## config.mk

```make
export PLATFORM = sky130hd
export DESIGN_NAME = shut_expo_ctrl
export DESIGN_NICKNAME = d
export VERILOG_FILES = /design/src/rtl/shut_pkg.sv /design/src/rtl/shut_line_seq.sv /design/src/rtl/shut_pulse_gen.sv /design/src/rtl/shut_field_fsm.sv /design/src/rtl/shut_expo_ctrl.sv
export SDC_FILE = /design/constraint.sdc
export NUM_CORES = 1
export LEC_CHECK = 0
export ABC_AREA = 1
export BUFFER_PORTS_ARGS = -buffer_cell sky130_fd_sc_hd__buf_2
export CAP_MARGIN = 10
export CORE_ASPECT_RATIO = 0.75
export CORE_MARGIN = 1.5
export CORE_UTILIZATION = 25
export CTS_CLUSTER_SIZE = 25
export DETAILED_ROUTE_END_ITERATION = 7
export MAX_ROUTING_LAYER = met4
export PLACE_DENSITY_LB_ADDON = 0.12
export SETUP_SLACK_MARGIN = 0.5
export SLEW_MARGIN = 20
export SYNTH_ARGS = -nofsm -noshare
export SYNTH_HDL_FRONTEND = slang
export SYNTH_SLANG_ARGS = --single-unit
```

## constraint.sdc

```tcl
create_clock -name clk -period 8.2 [get_ports clk]
set_input_delay 0.41 -clock clk [delete_from_list [all_inputs] [get_ports clk]]
set_output_delay 0.41 -clock clk [all_outputs]
set_load 0.02 [all_outputs]
```

## src/rtl/shut_pkg.sv

```systemverilog
package shut_pkg;
   typedef enum logic [1:0] {
      FS_IDLE = 2'd0,
      FS_EXPO = 2'd1,
      FS_READ = 2'd2
   } fld_state_e;
endpackage

```

## src/rtl/shut_line_seq.sv

```systemverilog
module shut_line_seq #(
   parameter int PIX_W  = 13,
   parameter int LINE_W = 12,
   parameter int NUM_W  = 12,
   parameter int HOLD_W = 4
) (
   input  logic              clk,
   input  logic              rst_n,
   input  logic              vd,
   input  logic              hd,
   input  logic [LINE_W-1:0] line_cnt,
   input  logic [LINE_W-1:0] gate_line,
   input  logic              cfg_pol,
   input  logic [PIX_W-1:0]  cfg_on,
   input  logic [PIX_W-1:0]  cfg_off,
   input  logic [PIX_W-1:0]  cfg_fine,
   input  logic [NUM_W-1:0]  cfg_num,
   input  logic [HOLD_W-1:0] cfg_hold,
   output logic              v_pol,
   output logic [PIX_W-1:0]  v_on,
   output logic [PIX_W-1:0]  v_off,
   output logic [PIX_W-1:0]  v_fine,
   output logic              line_on,
   output logic              line_last
);
   localparam logic [LINE_W-1:0] ONE_L = LINE_W'(1);
   localparam logic [NUM_W-1:0]  ONE_N = NUM_W'(1);

   logic              pol_q, pol_n;
   logic [PIX_W-1:0]  on_q, on_n, off_q, off_n, fine_q, fine_n;
   logic [HOLD_W-1:0] hold_q, hold_n;
   logic [NUM_W-1:0]  left_q, left_n;
   logic              first_line;

   assign first_line = hd && (line_cnt == gate_line + ONE_L);

   always_comb begin
      pol_n  = pol_q;
      on_n   = on_q;
      off_n  = off_q;
      fine_n = fine_q;
      hold_n = hold_q;
      left_n = left_q;
      if (first_line) begin
         pol_n  = cfg_pol;
         on_n   = cfg_on;
         off_n  = cfg_off;
         fine_n = cfg_fine;
         hold_n = cfg_hold;
         left_n = cfg_num;
      end else if (vd) begin
         hold_n = '0;
         left_n = '0;
      end else if (hd) begin
         if (hold_q != '0)      hold_n = hold_q - 1'b1;
         else if (left_q != '0) left_n = left_q - 1'b1;
      end
   end

   always_ff @(posedge clk) begin
      if (!rst_n) begin
         pol_q  <= 1'b0;
         on_q   <= '0;
         off_q  <= '0;
         fine_q <= '1;
         hold_q <= '0;
         left_q <= '0;
      end else begin
         pol_q  <= pol_n;
         on_q   <= on_n;
         off_q  <= off_n;
         fine_q <= fine_n;
         hold_q <= hold_n;
         left_q <= left_n;
      end
   end

   assign v_pol     = pol_n;
   assign v_on      = on_n;
   assign v_off     = off_n;
   assign v_fine    = fine_n;
   assign line_on   = (hold_n == '0) && (left_n != '0);
   assign line_last = line_on && (left_n == ONE_N);

   AST_LINE_COUNT_ON_HD: assert property (@(posedge clk) disable iff (!rst_n)
      (left_q != $past(left_q)) |-> $past(hd));
   AST_HOLD_BEFORE_PULSE: assert property (@(posedge clk) disable iff (!rst_n)
      (hold_q != '0) && !hd |=> (hold_q != '0) || (left_q == $past(left_q)));
endmodule

```

## src/rtl/shut_pulse_gen.sv

```systemverilog
module shut_pulse_gen #(
   parameter int PIX_W  = 13,
   parameter int FINE_W = 4,
   parameter bit HP_EN  = 1'b1
) (
   input  logic [PIX_W-1:0] pix_cnt,
   input  logic [PIX_W-1:0] on_pos,
   input  logic [PIX_W-1:0] off_pos,
   input  logic [PIX_W-1:0] fine_pos,
   input  logic             line_on,
   input  logic             line_last,
   output logic             pulse
);
   localparam int EXT_W = PIX_W + 1;

   logic in_main, in_fine;

   assign in_main = (pix_cnt >= on_pos) && (pix_cnt < off_pos);

   generate
      if (HP_EN) begin : g_fine
         logic [EXT_W-1:0] fine_end;
         logic             fine_off;
         assign fine_end = {1'b0, fine_pos} + EXT_W'(FINE_W);
         assign fine_off = &fine_pos;
         assign in_fine  = line_last && !fine_off && (pix_cnt >= fine_pos)
                           && ({1'b0, pix_cnt} < fine_end);
      end else begin : g_no_fine
         assign in_fine = 1'b0;
      end
   endgenerate

   assign pulse = line_on && (in_main || in_fine);
endmodule

```

## src/rtl/shut_field_fsm.sv

```systemverilog
module shut_field_fsm
   import shut_pkg::*;
#(
   parameter int EXP_W = 12,
   parameter int RD_W  = 3
) (
   input  logic             clk,
   input  logic             rst_n,
   input  logic             vd,
   input  logic             trig_wr,
   input  logic             trig_exp,
   input  logic             trig_rd,
   input  logic [EXP_W-1:0] exp_fields,
   input  logic [RD_W-1:0]  rd_fields,
   output fld_state_e       st_n,
   output fld_state_e       st_q
);
   localparam int CNT_W = EXP_W;
   localparam logic [CNT_W-1:0] ONE_C = CNT_W'(1);

   logic             pe_q, pe_n, pr_q, pr_n;
   logic [CNT_W-1:0] cnt_q, cnt_n;

   always_comb begin
      st_n  = st_q;
      cnt_n = cnt_q;
      pe_n  = pe_q;
      pr_n  = pr_q;
      if (vd) begin
         pe_n = 1'b0;
         pr_n = 1'b0;
         unique case (st_q)
            FS_IDLE: begin
               if (pe_q && (exp_fields != '0)) begin
                  st_n  = FS_EXPO;
                  cnt_n = exp_fields;
               end else if ((pe_q || pr_q) && (rd_fields != '0)) begin
                  st_n  = FS_READ;
                  cnt_n = CNT_W'(rd_fields);
               end
            end
            FS_EXPO: begin
               if (cnt_q == ONE_C) begin
                  if (rd_fields != '0) begin
                     st_n  = FS_READ;
                     cnt_n = CNT_W'(rd_fields);
                  end else begin
                     st_n  = FS_IDLE;
                     cnt_n = '0;
                  end
               end else begin
                  cnt_n = cnt_q - 1'b1;
               end
            end
            FS_READ: begin
               if (cnt_q == ONE_C) begin
                  st_n  = FS_IDLE;
                  cnt_n = '0;
               end else begin
                  cnt_n = cnt_q - 1'b1;
               end
            end
            default: begin
               st_n  = FS_IDLE;
               cnt_n = '0;
            end
         endcase
      end
      if (trig_wr && (st_q == FS_IDLE) && (st_n == FS_IDLE)) begin
         pe_n = pe_n | trig_exp;
         pr_n = pr_n | trig_rd;
      end
   end

   always_ff @(posedge clk) begin
      if (!rst_n) begin
         st_q  <= FS_IDLE;
         cnt_q <= '0;
         pe_q  <= 1'b0;
         pr_q  <= 1'b0;
      end else begin
         st_q  <= st_n;
         cnt_q <= cnt_n;
         pe_q  <= pe_n;
         pr_q  <= pr_n;
      end
   end

   AST_NO_PEND_WHILE_RUN: assert property (@(posedge clk) disable iff (!rst_n)
      (st_q != FS_IDLE) |-> !(pe_q || pr_q));
   AST_STATE_MOVES_ON_VD: assert property (@(posedge clk) disable iff (!rst_n)
      (st_q != $past(st_q)) |-> $past(vd));
endmodule

```

## src/rtl/shut_expo_ctrl.sv

```systemverilog
module shut_expo_ctrl
   import shut_pkg::*;
#(
   parameter int PIX_W  = 13,
   parameter int LINE_W = 12,
   parameter int NUM_W  = 12,
   parameter int HOLD_W = 4,
   parameter int EXP_W  = 12,
   parameter int RD_W   = 3,
   parameter int FINE_W = 4,
   parameter bit HP_EN  = 1'b1
) (
   input  logic              clk,
   input  logic              rst_n,
   input  logic              vd,
   input  logic              hd,
   input  logic [PIX_W-1:0]  pix_cnt,
   input  logic [LINE_W-1:0] line_cnt,
   input  logic [LINE_W-1:0] gate_line,
   input  logic              clr_pol,
   input  logic [PIX_W-1:0]  clr_tog_on,
   input  logic [PIX_W-1:0]  clr_tog_off,
   input  logic [PIX_W-1:0]  clr_fine_pos,
   input  logic [NUM_W-1:0]  clr_count,
   input  logic [HOLD_W-1:0] clr_hold,
   input  logic [EXP_W-1:0]  exp_fields,
   input  logic [RD_W-1:0]   rd_fields,
   input  logic              trig_wr,
   input  logic              trig_exp,
   input  logic              trig_rd,
   output logic              sub_clr,
   output logic              gate_block,
   output logic              seq_busy
);
   if (PIX_W < 2)        begin : g_bad_pix  $error("PIX_W must be at least 2"); end
   if (LINE_W < 2)       begin : g_bad_line $error("LINE_W must be at least 2"); end
   if (EXP_W < RD_W)     begin : g_bad_cnt  $error("EXP_W must not be below RD_W"); end
   if (FINE_W < 1)       begin : g_bad_fine $error("FINE_W must be at least 1"); end
   if (NUM_W < 1 || HOLD_W < 1) begin : g_bad_num $error("counts need a width"); end

   logic             v_pol, line_on, line_last, pulse;
   logic [PIX_W-1:0] v_on, v_off, v_fine;
   fld_state_e       st_n, st_q;
   logic             clr_q, pol_d;

   shut_line_seq #(
      .PIX_W(PIX_W), .LINE_W(LINE_W), .NUM_W(NUM_W), .HOLD_W(HOLD_W)
   ) u_line (
      .clk(clk), .rst_n(rst_n), .vd(vd), .hd(hd),
      .line_cnt(line_cnt), .gate_line(gate_line),
      .cfg_pol(clr_pol), .cfg_on(clr_tog_on), .cfg_off(clr_tog_off),
      .cfg_fine(clr_fine_pos), .cfg_num(clr_count), .cfg_hold(clr_hold),
      .v_pol(v_pol), .v_on(v_on), .v_off(v_off), .v_fine(v_fine),
      .line_on(line_on), .line_last(line_last)
   );

   shut_pulse_gen #(
      .PIX_W(PIX_W), .FINE_W(FINE_W), .HP_EN(HP_EN)
   ) u_pulse (
      .pix_cnt(pix_cnt), .on_pos(v_on), .off_pos(v_off), .fine_pos(v_fine),
      .line_on(line_on), .line_last(line_last), .pulse(pulse)
   );

   shut_field_fsm #(
      .EXP_W(EXP_W), .RD_W(RD_W)
   ) u_fsm (
      .clk(clk), .rst_n(rst_n), .vd(vd),
      .trig_wr(trig_wr), .trig_exp(trig_exp), .trig_rd(trig_rd),
      .exp_fields(exp_fields), .rd_fields(rd_fields),
      .st_n(st_n), .st_q(st_q)
   );

   always_ff @(posedge clk) begin
      if (!rst_n) begin
         clr_q <= 1'b0;
         pol_d <= 1'b0;
      end else begin
         clr_q <= v_pol ^ (pulse && (st_n == FS_IDLE));
         pol_d <= v_pol;
      end
   end

   assign sub_clr    = clr_q;
   assign gate_block = (st_q == FS_EXPO);
   assign seq_busy   = (st_q != FS_IDLE);

   AST_CLEAR_HELD_IN_SEQ: assert property (@(posedge clk) disable iff (!rst_n)
      seq_busy |-> (sub_clr == pol_d));
   AST_BLOCK_STARTS_AT_VD: assert property (@(posedge clk) disable iff (!rst_n)
      $rose(gate_block) |-> $past(vd));
   AST_BUSY_STARTS_AT_VD: assert property (@(posedge clk) disable iff (!rst_n)
      $rose(seq_busy) |-> $past(vd));
   AST_BLOCK_IMPLIES_BUSY: assert property (@(posedge clk) disable iff (!rst_n)
      gate_block |-> seq_busy);
endmodule

```

==> results of run 1 <==
[cells by family after synthesis]
| group | count (synthesis) | share of synthesized area [%] |
|---|---|---|
| mux | 6 | 1.029 |
| compound gates | 103 | 10.38 |
| fa+ha+maj | 54 | 11.58 |
| flops | 73 | 25.05 |
| xor+xnor | 20 | 3.002 |
| buf+inv | 176 | 11.92 |
| simple gates | 502 | 37.04 |
[how the worst max path moves through the flow]
| stage | start | end | cells past startpoint |
|---|---|---|---|
| 6_report | gate_line[0] | sub_clr | 29 |
| 2_1_floorplan | gate_line[0] | sub_clr | 31 |
| 3_3_place_gp | gate_line[0] | sub_clr | 29 |
| 5_1_grt | gate_line[0] | sub_clr | 29 |
| 4_1_cts | gate_line[0] | sub_clr | 29 |
| 3_5_place_dp | gate_line[0] | sub_clr | 29 |
[cells in the mapped netlist, drive strengths merged, types with 3 or more instances]
cell | n | area share, %
nor3 | 7 | 0.60
o22ai | 7 | 0.75
a31oi | 5 | 0.54
nor2 | 118 | 8.4
buf | 9 | 1.2
nor4 | 5 | 0.54
ha | 54 | 12
clkbuf | 12 | 0.77
a21o | 3 | 0.39
dfxtp | 73 | 25
nand4 | 28 | 3.0
inv | 155 | 10
nand3 | 55 | 5.2
o211ai | 4 | 0.51
nand2 | 284 | 19
o21bai | 3 | 0.39
xor2 | 12 | 1.8
xnor2 | 8 | 1.2
mux2i | 6 | 1.0
o21ai | 34 | 3.2
o221ai | 3 | 0.45
a21oi | 38 | 3.3
[registers in the layout, indices dropped and copies added, names as in the netlist]
name / count
u_line.fine_q: 13
u_line.off_q: 13
u_line.on_q: 13
u_fsm.cnt_q: 12
u_line.left_q: 12
u_line.hold_q: 4
u_fsm.st_q: 2
sub_clr: 1
u_fsm.pe_q: 1
u_fsm.pr_q: 1
u_line.pol_q: 1
[metal layers]
layer,routed length [um],track usage (%),vias up
met5,0,-,-
met4,105,2.917,0
met3,564,2.769,8
met2,7334,22.76,96
met1,9486,21.43,2490
li1,-,-,3184
[where the power goes]
part / internal, uW / switching [uW]
sequential: 369 / 12.1
combinational: 119 / 200
clock: 262 / 166
total: 750 / 378
[per-stage QoR]
stage | power, uW | util [%] | hold WS, ns | area [sq um]
3_5_place_dp | 710.2 | 29.17 | 0.4570 | 6691
3_3_place_gp | 713.7 | 29.16 | 0.4564 | 6689
5_1_grt | 1207 | 30.55 | 0.3077 | 7008
2_1_floorplan | 608.9 | - | 0.4373 | 5834
6_report | 1128 | 30.55 | 0.2930 | 7008
4_1_cts | 1148 | 30.55 | 0.2807 | 7008
[tightest hold or removal path: stages]
cell	delay [ns]
buf_2	0.08
nand2_1	0.06
nand3_1	0.06
[area by class of cell]
| class | instances | area, sq um |
|---|---|---|
| Clock buffer | 13 | 270.3 |
| Clock inverter | 3 | 46.29 |
| Fill cell | 2588 | 15930 |
| Tap cell | 300 | 375.4 |
| Inverter | 155 | 584.3 |
| Sequential cell | 73 | 1461 |
| Multi-Input combinational cell | 685 | 3677 |
| Timing Repair Buffer | 118 | 593.1 |
==> reports/results.tsv, run 1 <==
metric	value	unit
outcome	finished, final reports clean	
finalCriticalPeriod	4.630	ns
ir_drop	0.09192	mV
io_pins	118	
synth_cell_types	42	
drc	0	
cts_resized	0	
cts_tree	yes	
cp_max_fo	66	
post-dp-hpwl	13690	um
ff2ff_path_depth	20	
cts_buffers	9	
crit_buf_inv	4	
clock_skew	0.004647	ns
die_width	179.4	um
antenna_found_initial	0	
drv_slew	0	
reg2reg_slack	5.37	ns
clkTransAtPathRegs	0.06	ns
r2r-start	u_line.left_q[4]	
coreArea	22940	sq um
synth_flop_cell	dfxtp_1	
cts_max_path_buffers	2	
ys_warn_count	0	
initial_utilization	25.43	%
tightest_slew	0.9019	ns
hold_viol_final	0	
layout_setup_ws	3.570	ns
layout.nets	1211	
grt_pass1_wl	28560	um
synth-async-reset-ratio	0	%
fp-row-count	48	
routed_wl	17490	um
viasPerCell	4.290	
crit_family	simple AND/OR/NAND/NOR gates	
report.final.setup_viol	0	
drt-pass1-iter-count	5	
crit_top_cell	nand2_1	
syn_avg_cell_area	6.247	sq um
routedWlPerCell	12.99	um
dp_slack	3.130	ns
numClockSinks	73	
final_cell_mix	nand2_1 (275), inv_1 (149), buf_2 (117)	
synth-seq-cells	73	
end_kind	register	
fp.dieH	135.3	um
slowest_stage	inv_2	
final_cells	1347	
die-area	24270	sq um
cts_max_level	3	
tns	0	ns
grtUsageTotal	15.24	%
hp-start	clr_fine_pos[0]	
start_kind	primary input	
drt_iter0_markers	330	
antenna_left	0	
clk_latency	0.34	ns
drive_above_1_share	15.95	%
ctsRootBufferMaster	clkbuf_16	
synthCells	934	
ctsHoldBuffers	0	
syn-cell-area	5834	sq um
place_congestion	0.7980	
vias	5778	
cp.arrival	4.87	ns
port_buffers	117	
min_delay_worst_endpoint	u_line.fine_q[0]	
p_leak	0.003709	uW
slowest_delay	0.85	ns
rsz0062_at_grt	no	
max_freq	0.2160	GHz
relSlewSlack	39.87	%
cts_setup_buffers	0	
crit_type	primary input to register	
dp_cells	1331	
p_per_area	161.0	nW/um^2
fin_crit_sh	56.47	%
hold_path_depth	3	
hold_class	primary input to register	
area_growth	20.12	%
maxCapViolCount	0	
yosysSeqAreaShare	25.05	%
syn_nets	1103	
overflow	0	
grt_max_degree	67	
grt_pass1_vias	5471	
layout_commonest_cell	nand2_1	
r2r_end	sub_clr	
synth_edf_count	0	
required	8.44	ns
num_antenna_cells	0	
Note: power is estimated with default switching activity, not from simulation.
==> run 2: changes to the inputs <==
Clock period 8.2 ns to 4.05 ns, I/O delays scaled along.
==> run 2 against run 1 <==
Compared with the run above:
- power rose by 99%
- non-clock buffer count rose by 20
- core utilization rose by 1.4 points
- setup slack got worse by 3.0 ns
- via count rose by 2.4%
- critical path depth rose by 1
- register-to-register slack got worse by 4.1 ns
- hold slack got worse by 0.21 ns
- highest routed layer unchanged
==> reports/results.tsv, run 2 (same netlist as run 1, synthesis figures left out) <==
metric	value	unit
fp-row-count	48	
start_kind	primary input	
ff2ff_path_depth	21	
report.final.setup_viol	0	
layout.nets	1232	
multi_input_area	3837	sq um
fillers	2587	
ctsRootBufferMaster	clkbuf_16	
maxCapViolCount	0	
layout_commonest_cell	nand2_1	
register_area	1461	sq um
drive_above_1_share	19.66	%
grt_pass1_vias	5614	
hold_viol_final	0	
dp_slack	0.06360	ns
tns	0	ns
rsz0062_at_grt	yes	
max_freq	0.2899	GHz
r2r_end	sub_clr	
drc	0	
place_congestion	0.8305	
clkTransAtPathRegs	0.06	ns
final_cell_mix	nand2_1 (269), inv_1 (148), buf_2 (117)	
place_area	6749	sq um
required	4.30	ns
initial_utilization	25.43	%
antenna_left	0	
p_per_area	306.2	nW/um^2
ir_drop	0.1738	mV
vias	5918	
drt-pass1-iter-count	5	
die-area	24270	sq um
final_area	7327	sq um
post-dp-hpwl	14280	um
relSlewSlack	58.18	%
cts_tree	yes	
area_growth	25.58	%
io_pins	118	
grtUsageTotal	15.87	%
fin_util	31.94	%
numClockSinks	73	
port_buffers	117	
antenna_found_initial	2	
cts_buffers	9	
end_kind	register	
slowest_stage	ha_2	
grt_pass1_wl	29560	um
cp.arrival	3.70	ns
overflow	0	
hp-start	clr_fine_pos[0]	
slowest_delay	0.30	ns
min_delay_worst_endpoint	u_line.fine_q[0]	
routed_wl	18180	um
crit_type	primary input to register	
reg_top3	u_line.fine_q: 13 flops, u_line.off_q: 13 flops, u_line.on_q: 13 flops	
hold_path_depth	3	
fp.dieH	135.3	um
p_leak	0.003839	uW
viasPerCell	4.320	
fin_crit_sh	85.16	%
clk_latency	0.35	ns
cp_max_fo	7	
coreArea	22940	sq um
r2r-start	u_line.hold_q[0]	
cts_max_level	3	
ctsHoldBuffers	0	
clock_skew	0.007390	ns
finalCriticalPeriod	3.449	ns
drt_iter0_markers	261	
hold_class	primary input to register	
cts_max_path_buffers	2	
layout_setup_ws	0.6010	ns
tightest_slew	0.6264	ns
grt_max_degree	33	
drv_slew	0	
reg2reg_slack	1.27	ns
routedWlPerCell	13.27	um
die_width	179.4	um
outcome	finished, final reports clean	
==> run 2: worst max-delay path by stage <==
stage | slack (ns) | depth (start not counted) | from | endpoint
global placement | 0.14 | 31 | gate_line[0] | sub_clr
CTS | 0.50 | 31 | gate_line[0] | sub_clr
floorplan | 0.64 | 31 | gate_line[0] | sub_clr
global route | 0.36 | 29 | gate_line[0] | sub_clr
detailed placement | 0.06 | 31 | gate_line[0] | sub_clr
finish | 0.60 | 30 | gate_line[0] | sub_clr
==> run 2: through the flow <==
| stage | total power, uW | hold WS, ns | instances |
|---|---|---|---|
| after global routing | 2420 | 0.1078 | 1370 |
| after CTS | 2275 | 0.07362 | 1358 |
| after detailed placement | 1435 | 0.4379 | 1339 |
| final | 2243 | 0.08237 | 1370 |
| after floorplan | 1233 | 0.2714 | 934 |
| after global placement | 1439 | 0.4310 | 1339 |
==> run 2: layout make-up <==
type | count | area share, %
well taps | 300 | 5.123
multi-input cells | 686 | 52.37
repair buffers | 138 | 10.42
flip-flops and latches | 73 | 19.95
clock inverters | 6 | 0.8026
diodes | 2 | 0.06831
clock buffers | 10 | 3.125
inverters | 155 | 8.145
==> run 2: critical path, delay by kind of cell <==
family / cells / cell delay (ns)
AO/OA/AOI/OAI: 6 / 0.79
buffers and inverters: 6 / 0.41
adder cells (fa/ha/maj): 3 / 0.75
XOR/XNOR: 1 / 0.15
AND/OR/NAND/NOR: 14 / 1.39
==> run 2: where the power goes <==
group          leakage (uW)  total [uW]  internal [uW]  switching (uW)
registers          0.000591         772            748            24.5
clock network      0.000146         815            474             341
logic               0.00310         656            247             409
total               0.00384        2240           1470             774
==> run 2: layer usage <==
| layer | up-vias | track usage, % | wire, um |
|---|---|---|---|
| met1 | 2589 | 22.07 | 9784 |
| li1 | 3237 | - | - |
| met2 | 88 | 23.16 | 7524 |
| met3 | 4 | 3.522 | 776 |
| met5 | - | - | 0 |
| met4 | 0 | 3.796 | 91 |
==> run 2: repair_timing <==
action,in CTS,in global routing
endpoints found under the setup margin,1,1
endpoints found under the hold margin,0,0
gates resized for setup,0,47
gates cloned,1,0
buffers inserted,2,10
pin swaps,0,16
==> run 3: changes to the inputs <==
Clock period 4.05 ns to 4.25 ns, I/O delays scaled along.
==> run 3 against run 2 <==
Compared with the run above:
- first-iteration DRC count up 4.6%
- clock power down 13%
- via count up 0.12%
- critical endpoint unchanged
- setup slack better by 0.15 ns
- register-to-register slack better by 0.17 ns
- routed wire length up 0.46%
==> reports/results.tsv, run 3 (same netlist as run 1, synthesis figures left out) <==
metric	value	unit
relSlewSlack	62.37	%
cts_max_level	3	
finalCriticalPeriod	3.503	ns
dp_slack	0.3402	ns
initial_utilization	25.43	%
cts_tree	yes	
crit_type	primary input to register	
layout.nets	1237	
tns	0	ns
clkTransAtPathRegs	0.06	ns
maxCapViolCount	0	
rsz0062_at_grt	yes	
place_congestion	0.8030	
overflow	0	
layout_setup_ws	0.7466	ns
routedWlPerCell	13.32	um
clk_latency	0.35	ns
report.final.setup_viol	0	
grtUsageTotal	15.44	%
grt_max_degree	46	
hold_path_depth	3	
hold_viol_final	0	
drt_iter0_markers	273	
final_cell_mix	nand2_1 (267), inv_1 (145), buf_2 (115)	
fin_crit_sh	82.43	%
grt_pass1_vias	5479	
viasPerCell	4.322	
port_buffers	117	
drc	0	
cts_max_path_buffers	2	
max_freq	0.2854	GHz
cts_buffers	9	
antenna_found_initial	1	
post-dp-hpwl	13890	um
die_width	179.4	um
clock_skew	0.004730	ns
slowest_delay	0.32	ns
die-area	24270	sq um
cp_max_fo	7	
ctsRootBufferMaster	clkbuf_16	
drive_above_1_share	19.91	%
p_per_area	282.3	nW/um^2
hold_class	primary input to register	
coreArea	22940	sq um
reg_top3	u_line.fine_q: 13 flops, u_line.off_q: 13 flops, u_line.on_q: 13 flops	
ff2ff_path_depth	21	
layout_commonest_cell	nand2_1	
p_leak	0.003858	uW
ir_drop	0.1712	mV
cp.arrival	3.76	ns
drt-pass1-iter-count	4	
required	4.50	ns
slowest_stage	ha_1	
vias	5925	
drv_slew	0	
numClockSinks	73	
start_kind	primary input	
end_kind	register	
routed_wl	18260	um
grt_pass1_wl	28720	um
area_growth	25.95	%
io_pins	118	
antenna_left	0	
tightest_slew	0.5638	ns
fp.dieH	135.3	um
outcome	finished, final reports clean	
fp-row-count	48	
==> run 3: area by class of cell <==
type / count / area [sq um]
Fill cell: 2614 / 15590
Multi-Input combinational cell: 685 / 3812
Sequential cell: 73 / 1461
Timing Repair Buffer: 144 / 859.6
Inverter: 155 / 585.6
Tap cell: 300 / 375.4
Clock buffer: 12 / 246.5
Clock inverter: 1 / 5.005
Antenna cell: 1 / 2.502
==> run 3: metal layers <==
metal  vias to the layer above  global-route usage, %  part of all wire, %  routed length [um]
met1                      2582                  21.68                   53                9666
li1                       3238                      -                    -                   -
met2                        93                  22.29                   42                7694
met4                         0                  3.796                  1.1                 208
met3                        12                  3.360                  3.8                 690
met5                         -                      -                    0                   0
==> run 3: final timing paths <==
path,from,end,slack [ns]
min,clr_fine_pos[0],u_line.fine_q[0],0.11
min reg2reg,u_fsm.cnt_q[11],u_fsm.cnt_q[11],0.47
max reg2reg,u_line.hold_q[0],sub_clr,1.44
max,gate_line[0],sub_clr,0.75
==> run 3: per-stage QoR <==
stage	hold slack (ns)	util (%)	instances	total power (uW)	cell area, sq um
2_1_floorplan	0.2814	-	934	1175	5834
3_3_place_gp	0.4491	29.41	1337	1373	6746
3_5_place_dp	0.4555	29.41	1337	1368	6746
4_1_cts	0.1029	30.50	1350	2097	6998
5_1_grt	0.1075	32.03	1371	2242	7348
6_report	0.1090	32.03	1371	2074	7348
==> run 3: power by group <==
group / total, uW / leakage, uW / internal [uW] / switching, uW
logic: 627 / 0.00314 / 238 / 388
clock network: 711 / 0.000124 / 402 / 310
registers: 737 / 0.000591 / 713 / 23.9
total: 2070 / 0.00386 / 1350 / 722
==> run 3: worst max-delay path, delay by kind of cell <==
kind,cells,cell delay [ns]
adders and majority gates,3,0.75
xor gates and xnor gates,1,0.15
AOI/OAI and AO/OA,6,0.78
and+or+nand+nor,14,1.33
buffers and inverters,7,0.53
==> run 3: repair_timing <==
action | 4_1_cts | 5_1_grt
setup endpoints to repair | 0 | 1
hold buffers | 0 | 0
resized for setup | 0 | 48
buffers inserted | 0 | 18
